**src/rtl/mtimer_pkg.sv**
```systemverilog
package mtimer_pkg;

  // Control word, bit 7 down to bit 0
  typedef struct packed {
    logic       oneshot;  // 1: stop at expiry, 0: periodic
    logic [2:0] psc;      // prescale exponent
    logic [1:0] src;      // tick source index
    logic       load;     // load interval at settle point
    logic       en;       // run request
  } chan_ctrl_t;

  localparam int CTRL_W  = $bits(chan_ctrl_t);
  localparam int SEL_W   = 2;
  localparam int PSC_W   = 3;

  // Word offsets inside a 16-byte register block
  localparam logic [3:0] W_SHARED_IEN = 4'h0;
  localparam logic [3:0] W_SHARED_IST = 4'h4;
  localparam logic [3:0] W_CH_CTRL    = 4'h0;
  localparam logic [3:0] W_CH_IVAL    = 4'h4;
  localparam logic [3:0] W_CH_CNT     = 4'h8;

endpackage

```
**src/rtl/mtimer_tick_sel.sv**
```systemverilog
module mtimer_tick_sel #(
  parameter int NUM_SRC = 4,
  parameter int SEL_W   = 2,
  parameter int PSC_W   = 3
) (
  input  logic               clk,
  input  logic               rst,
  input  logic [NUM_SRC-1:0] src_i,
  input  logic [SEL_W-1:0]   sel_i,
  input  logic [PSC_W-1:0]   psc_i,
  input  logic               clear_i,
  input  logic               run_i,
  output logic               src_tick_o,
  output logic               scaled_tick_o
);

  localparam int PRE_W = (1 << PSC_W) - 1;

  logic [PRE_W-1:0] pre_q;
  logic [PRE_W-1:0] mask;

  always_comb begin
    src_tick_o = 1'b0;
    for (int i = 0; i < NUM_SRC; i++) begin
      if (sel_i == SEL_W'(i)) src_tick_o = src_i[i];
    end
    // 2^p - 1; p at its maximum wraps to all ones
    mask          = (PRE_W'(1) << psc_i) - PRE_W'(1);
    scaled_tick_o = src_tick_o && ((pre_q & mask) == mask);
  end

  always_ff @(posedge clk) begin
    if (rst || clear_i) pre_q <= '0;
    else if (run_i && src_tick_o) pre_q <= pre_q + 1'b1;
  end

endmodule

```
**src/rtl/mtimer_chan.sv**
```systemverilog
module mtimer_chan
  import mtimer_pkg::*;
#(
  parameter int NUM_SRC    = 4,
  parameter int CNT_W      = 32,
  parameter int SYNC_TICKS = 2
) (
  input  logic               clk,
  input  logic               rst,
  input  logic [NUM_SRC-1:0] src_i,
  input  logic               ctrl_we_i,
  input  logic               ival_we_i,
  input  logic [CNT_W-1:0]   wdata_i,
  output chan_ctrl_t         ctrl_o,
  output logic [CNT_W-1:0]   ival_o,
  output logic [CNT_W-1:0]   count_o,
  output logic               expire_o
);

  localparam int SYNC_W = (SYNC_TICKS > 1) ? $clog2(SYNC_TICKS) : 1;

  chan_ctrl_t        ctrl_q;
  logic [CNT_W-1:0]  ival_q;
  logic [CNT_W-1:0]  count_q;
  logic              run_q;
  logic              busy_q;
  logic [SYNC_W-1:0] scnt_q;

  logic src_tick, scaled_tick, settle, step, expire;

  mtimer_tick_sel #(
    .NUM_SRC (NUM_SRC),
    .SEL_W   (SEL_W),
    .PSC_W   (PSC_W)
  ) u_tick (
    .clk           (clk),
    .rst           (rst),
    .src_i         (src_i),
    .sel_i         (ctrl_q.src),
    .psc_i         (ctrl_q.psc),
    .clear_i       (settle),
    .run_i         (run_q),
    .src_tick_o    (src_tick),
    .scaled_tick_o (scaled_tick)
  );

  always_comb begin
    settle = busy_q && src_tick && !ctrl_we_i
             && (scnt_q == SYNC_W'(SYNC_TICKS - 1));
    step   = run_q && scaled_tick && !settle;
    expire = step && (count_q == '0);
  end

  // control word: bus write, then settle, then one-shot expiry
  always_ff @(posedge clk) begin
    if (rst) ctrl_q <= '0;
    else if (ctrl_we_i) ctrl_q <= chan_ctrl_t'(wdata_i[CTRL_W-1:0]);
    else if (settle) ctrl_q.load <= 1'b0;
    else if (expire && ctrl_q.oneshot) ctrl_q.en <= 1'b0;
  end

  // settling window counted in ticks of the selected source
  always_ff @(posedge clk) begin
    if (rst) begin
      busy_q <= 1'b0;
      scnt_q <= '0;
    end else if (ctrl_we_i) begin
      busy_q <= 1'b1;
      scnt_q <= '0;
    end else if (busy_q && src_tick) begin
      if (settle) busy_q <= 1'b0;
      else        scnt_q <= scnt_q + 1'b1;
    end
  end

  always_ff @(posedge clk) begin
    if (rst) run_q <= 1'b0;
    else if (settle) run_q <= ctrl_q.en;
    else if (expire && ctrl_q.oneshot) run_q <= 1'b0;
  end

  always_ff @(posedge clk) begin
    if (rst) ival_q <= '0;
    else if (ival_we_i) ival_q <= wdata_i;
  end

  always_ff @(posedge clk) begin
    if (rst) begin
      count_q <= '0;
    end else if (settle) begin
      if (ctrl_q.load) count_q <= ival_q;
    end else if (step) begin
      if (count_q != '0)        count_q <= count_q - 1'b1;
      else if (!ctrl_q.oneshot) count_q <= ival_q;
    end
  end

  assign ctrl_o   = ctrl_q;
  assign ival_o   = ival_q;
  assign count_o  = count_q;
  assign expire_o = expire;

  // the cycle after a control write never changes the running state
  p_no_early_r3: assert property (@(posedge clk) disable iff (rst)
    (ctrl_we_i && !expire) |=> (run_q == $past(run_q)));

  // load at settle copies the interval and drops the load bit
  p_load_r4: assert property (@(posedge clk) disable iff (rst)
    (settle && ctrl_q.load) |=> (count_q == $past(ival_q) && !ctrl_q.load));

  // one counting tick removes exactly one
  p_dec_r5: assert property (@(posedge clk) disable iff (rst)
    (step && count_q != '0) |=> (count_q == $past(count_q) - CNT_W'(1)));

  // a stopped channel keeps its count
  p_hold_r5: assert property (@(posedge clk) disable iff (rst)
    (!run_q && !settle) |=> $stable(count_q));

  // periodic expiry reloads from the interval
  p_periodic_r6: assert property (@(posedge clk) disable iff (rst)
    (expire && !ctrl_q.oneshot) |=> (count_q == $past(ival_q)));

  // one-shot expiry stops at zero
  p_oneshot_r7: assert property (@(posedge clk) disable iff (rst)
    (expire && ctrl_q.oneshot) |=> (!run_q && count_q == '0));

endmodule

```
**src/rtl/mtimer_periph.sv**
```systemverilog
module mtimer_periph
  import mtimer_pkg::*;
#(
  parameter int NUM_CH     = 2,
  parameter int NUM_SRC    = 4,
  parameter int CNT_W      = 32,
  parameter int ADDR_W     = 8,
  parameter int SYNC_TICKS = 2
) (
  input  logic               clk,
  input  logic               rst,
  input  logic [NUM_SRC-1:0] tick_src_i,
  input  logic [ADDR_W-1:0]  bus_addr_i,
  input  logic               bus_we_i,
  input  logic [CNT_W-1:0]   bus_wdata_i,
  output logic [CNT_W-1:0]   bus_rdata_o,
  output logic               irq_o
);

  localparam int BLK_W = ADDR_W - 4;

  logic [BLK_W-1:0]  blk;
  logic [3:0]        word;
  logic [NUM_CH-1:0] ien_q, st_q, expire_v, clr_v;
  logic              wr_shared, wr_ist;
  logic [CNT_W-1:0]  rd_val;

  chan_ctrl_t       ctrl_v [NUM_CH];
  logic [CNT_W-1:0] ival_v [NUM_CH];
  logic [CNT_W-1:0] cnt_v  [NUM_CH];

  assign blk       = bus_addr_i[ADDR_W-1:4];
  assign word      = bus_addr_i[3:0];
  assign wr_shared = bus_we_i && (blk == '0);
  assign wr_ist    = wr_shared && (word == W_SHARED_IST);
  assign clr_v     = wr_ist ? bus_wdata_i[NUM_CH-1:0] : '0;

  for (genvar g = 0; g < NUM_CH; g++) begin : g_ch
    logic hit;
    assign hit = bus_we_i && (blk == BLK_W'(g + 1));

    mtimer_chan #(
      .NUM_SRC    (NUM_SRC),
      .CNT_W      (CNT_W),
      .SYNC_TICKS (SYNC_TICKS)
    ) u_chan (
      .clk       (clk),
      .rst       (rst),
      .src_i     (tick_src_i),
      .ctrl_we_i (hit && (word == W_CH_CTRL)),
      .ival_we_i (hit && (word == W_CH_IVAL)),
      .wdata_i   (bus_wdata_i),
      .ctrl_o    (ctrl_v[g]),
      .ival_o    (ival_v[g]),
      .count_o   (cnt_v[g]),
      .expire_o  (expire_v[g])
    );
  end

  always_ff @(posedge clk) begin
    if (rst) ien_q <= '0;
    else if (wr_shared && word == W_SHARED_IEN) ien_q <= bus_wdata_i[NUM_CH-1:0];
  end

  // expiry wins over a clear in the same cycle
  always_ff @(posedge clk) begin
    if (rst) st_q <= '0;
    else     st_q <= (st_q & ~clr_v) | expire_v;
  end

  always_comb begin
    rd_val = '0;
    if (blk == '0) begin
      if (word == W_SHARED_IEN)      rd_val[NUM_CH-1:0] = ien_q;
      else if (word == W_SHARED_IST) rd_val[NUM_CH-1:0] = st_q;
    end
    for (int i = 0; i < NUM_CH; i++) begin
      if (blk == BLK_W'(i + 1)) begin
        case (word)
          W_CH_CTRL: rd_val = CNT_W'(ctrl_v[i]);
          W_CH_IVAL: rd_val = ival_v[i];
          W_CH_CNT:  rd_val = cnt_v[i];
          default:   rd_val = '0;
        endcase
      end
    end
  end

  always_ff @(posedge clk) begin
    if (rst) begin
      bus_rdata_o <= '0;
      irq_o       <= 1'b0;
    end else begin
      bus_rdata_o <= rd_val;
      irq_o       <= |(st_q & ien_q);
    end
  end

  // every expiry leaves its status bit set
  p_status_set_r8: assert property (@(posedge clk) disable iff (rst)
    (expire_v != '0) |=> ((st_q & $past(expire_v)) == $past(expire_v)));

  // a 1 written to status clears it unless that channel expired
  p_w1c_r8: assert property (@(posedge clk) disable iff (rst)
    (wr_ist && expire_v == '0) |=> ((st_q & $past(bus_wdata_i[NUM_CH-1:0])) == '0));

  // no enabled pending bit, no interrupt
  p_irq_quiet_r9: assert property (@(posedge clk) disable iff (rst)
    ((st_q & ien_q) == '0) |=> !irq_o);

endmodule

```
**config.mk**
```make
export PLATFORM = sky130hd
export DESIGN_NAME = mtimer_periph
export DESIGN_NICKNAME = d
export VERILOG_FILES = /design/src/rtl/mtimer_pkg.sv /design/src/rtl/mtimer_tick_sel.sv /design/src/rtl/mtimer_chan.sv /design/src/rtl/mtimer_periph.sv
export SDC_FILE = /design/constraint.sdc
export NUM_CORES = 1
export LEC_CHECK = 0
export CORE_ASPECT_RATIO = 1.5
export CORE_UTILIZATION = 61
export CTS_BUF_LIST = sky130_fd_sc_hd__clkbuf_4
export DETAILED_ROUTE_END_ITERATION = 12
export PLACE_DENSITY = 0.88
export SYNTH_ARGS = -nofsm -noshare
export SYNTH_HDL_FRONTEND = slang
export SYNTH_SLANG_ARGS = --single-unit
```
**constraint.sdc**
```tcl
create_clock -name clk -period 3.49 [get_ports clk]
set_clock_uncertainty 0.1 [all_clocks]
set_input_delay 0.698 -clock clk [delete_from_list [all_inputs] [get_ports clk]]
set_output_delay 0.698 -clock clk [all_outputs]
set_load 0.01 [all_outputs]
```
==> flow_metrics.tcl <==
set metrics [dict create \
    critPathArrivalTime_ns 3.74 \
    cts-buffers-inserted 50 \
    cts_buffer_depth 3 \
    slew_headroom_pct 16.5 \
    antenna_found_initial 1 \
    port_buffers 79 \
    clock_power_share_pct 43.5 \
    tightest_slew_ns 1.25 \
    cellLeakagePower_nw 4.06 \
    required_ns 3.94 \
    drt-initial-drc-count 1022 \
    period_needed_ns 3.28 \
    synth_top_area_share_pct 39.2 \
    path_cells "nor2_1, nand2_1, ha_1, nand2b_1, o311ai_0, a211oi_1, nor4_4, a22oi_2, o221a_2" \
    die_area_sq_um 17300 \
    dpl.hpwl_um 21800 \
    grt_pass1_wl_um 49400 \
    grt_use_total_pct 36.0 \
    slowest_delay_ns 0.99 \
    syn_inst 1326 \
    status "completed" \
    yosys_register_bits 201 \
    p_sw_mw 1.07 \
    fillers 1253 \
    ys.flop_type "dfxtp_1" \
    hold_viol 0 \
    yosysTopAreaCell "dfxtp_1" \
    cap_violations 0 \
    pwr-share-seq_pct 52.1 \
    final_cell_mix "nand2_1 (248), dfxtp_1 (201), a21oi_1 (159), nor2_1 (98), clkdlybuf4s50_1 (78)" \
    fin_util_pct 73.5 \
    start_util_pct 62.8 \
    critPathMaxFanout 23 \
    vias 10700 \
    area_growth_pct 17.0 \
    clk_pin_slew_ns 0.06 \
    synth.distinct_cells 76 \
    cp_num_buf_inv 0 \
    worstHoldPathType "register to register" \
    die_h_um 161 \
    setup_viol 0 \
    cts.sinks 201 \
    core_sq_um 16300 \
    critPathKind "register to register" \
    layout_commonest_cell "nand2_1" \
    finalCritPeriodShare_pct 94.1 \
    critPathSlowestCell "a22oi_2" \
    ios 80 \
    pwr_density_cell_nw_per_um2 367 \
    dp_cells 1569 \
    ys_warn_count 0 \
    drv_slew 0 \
    regArea_sq_um 4020 \
    final_cells 1657 \
    synth_enable_flop_cells 0 \
    ant_nets 0 \
    start_kind "register" \
    post_drt_via_cell_ratio 6.46 \
    wl_um 31600 \
    comb_power_share_pct 4.4 \
    drc_errors 0 \
    cts-resized-gates 0 \
    clock_latency_ns 0.63 \
    die_x_um 108 \
    max_freq_ghz 0.304 \
    cts_tree "built" \
    cp-end-kind "register" \
    avgSynthCellArea_sq_um 7.73 \
    synth-async-reset-ratio_pct 0 \
    gr-total-overflow 0 \
    power.internal_mw 3.33 \
    h-tree-depth 2 \
    synth_area_sq_um 10300 \
    hold_buffers 0 \
    wl_per_cell_um 19.1 \
    mappedNetlistNets 1381 \
    drt-pass1-iter-count 8 \
    path_delay_family "compound AO/OA/AOI/OAI gates" \
    grt_pass1_vias 9880 \
    rsz0062_at_grt "false" \
    drive_gt1_share_pct 12.6 \
    multi_input_comb_area_sq_um 5730 \
    vdd_drop_max_mv 0.279 \
    root_buffer "clkbuf_4" \
    p_sw_share_pct 24.3 \
    yosysSeqAreaShare_pct 39.2 \
    grt_start_max_net_pins 82 \
    synth.area.top_cells "dfxtp_1 (39%), nand2_1 (9.1%), a21oi_1 (7.8%), a22oi_1 (4.2%), nor2_1 (3.7%)" \
    gp_congestion 0.942 \
    finalNetCount 1471 \
    num_rows 57 \
]
worst reg2reg max path, stage by stage, from the launching register on:
cell and delay (ns):
dfxtp_1 0.56, nor2_1 0.12, nand2_1 0.09, ha_1 0.22, nand2b_1 0.15, o311ai_0 0.13, a211oi_1 0.37, nor4_4 0.14
a22oi_2 0.99, o221a_2 0.36
Yosys cell counts, types with 5 or more instances:
cell type	count
buf_4	7
xor2_1	8
nor2b_1	5
xnor2_1	5
inv_1	21
buf_2	14
ha_1	8
a21oi_1	159
and3_1	6
nand2_1	248
o21ai_0	66
and2_1	35
dfxtp_1	201
nand2b_1	7
o21ai_1	6
nand3b_1	8
a22o_1	6
nand4_1	13
a21o_1	18
mux2_2	8
a221oi_1	9
a211oi_1	5
o22ai_1	24
mux2i_1	18
a21oi_2	5
o211ai_1	5
nor2_1	101
o32ai_1	11
clkbuf_1	65
nand3_1	33
or3_1	16
a22oi_1	58
nor4_1	13
nor3_1	36
path summary, 6_finish.rpt:
kind,start,end,slack (ns),cells past startpoint
worst min register to register,g_ch[1].u_chan.ival_o[7],g_ch[1].u_chan.ival_o[7],0.37,2
worst max-delay path,g_ch[0].u_chan.ctrl_o[6],g_ch[0].u_chan.count_o[6],0.21,9
worst min-delay path,g_ch[1].u_chan.ival_o[7],g_ch[1].u_chan.ival_o[7],0.37,2
worst max register to register,g_ch[0].u_chan.ctrl_o[6],g_ch[0].u_chan.count_o[6],0.21,9
routing by layer:
metal / vias to the layer above / wire length [um] / GRT usage, %
li1: 4944 / - / -
met3: 159 / 2500 / 4.59
met2: 616 / 15000 / 60.0
met4: 0 / 2690 / 28.0
met1: 4987 / 11500 / 41.2
met5: - / 0 / 0
sequential cells by signal, indices dropped and copies added (netlist names):
name,flops
g_ch.u_chan.u_tick.pre_q,14
st_q,2
ien_q,2
g_ch.u_chan.ctrl_o,16
irq_o,1
bus_rdata_o,32
g_ch.u_chan.count_o,64
g_ch.u_chan.ival_o,64
g_ch.u_chan.busy_q,2
g_ch.u_chan.run_q,2
g_ch.u_chan.scnt_q,2
layout make-up:
cell class	count	share of cell area, %
clock inverters	12	0.396
repair buffers	133	10.9
clock buffers	74	4.63
multi-input cells	1009	47.7
inverters	21	0.657
well taps	206	2.15
diodes	1	0.0209
flip-flops and latches	201	33.5
power by group through the flow:
stage | Combinational, mW | Sequential (mW) | Clock (mW)
final | 0.195 | 2.30 | 1.91
after global routing | 0.199 | 2.29 | 2.06
after CTS | 0.189 | 2.30 | 1.94
after detailed placement | 0.188 | 2.35 | 0
after global placement | 0.187 | 2.35 | 0
after floorplan | 0.0705 | 2.35 | 0
through the flow:
step / hold WS [ns] / setup WS, ns / total power [mW] / setup TNS, ns / instance area (sq um)
3_5_place_dp: 0.361 / -0.0271 / 2.54 / -0.0523 / 11400
2_1_floorplan: 0.332 / 0.622 / 2.42 / 0 / 10300
3_3_place_gp: 0.346 / 0.00993 / 2.53 / 0 / 11400
6_report: 0.374 / 0.205 / 4.40 / 0 / 12000
4_1_cts: 0.353 / 0.240 / 4.42 / 0 / 12000
5_1_grt: 0.384 / 0.0365 / 4.55 / 0 / 12000
cell families after synthesis:
group,after synthesis,share of synthesized area (%)
flops,201,39.2
compound gates,404,24.7
buf+inv,117,5.15
fa+ha+maj,8,0.976
xor+xnor,13,1.11
simple gates,555,25.7
mux,28,3.08
what timing repair did:
action | in CTS | in global routing
setup buffers | 0 | 0
hold endpoints to repair | 0 | 0
endpoints found under the setup margin | 0 | 8
(Power assumes the default switching activity.)
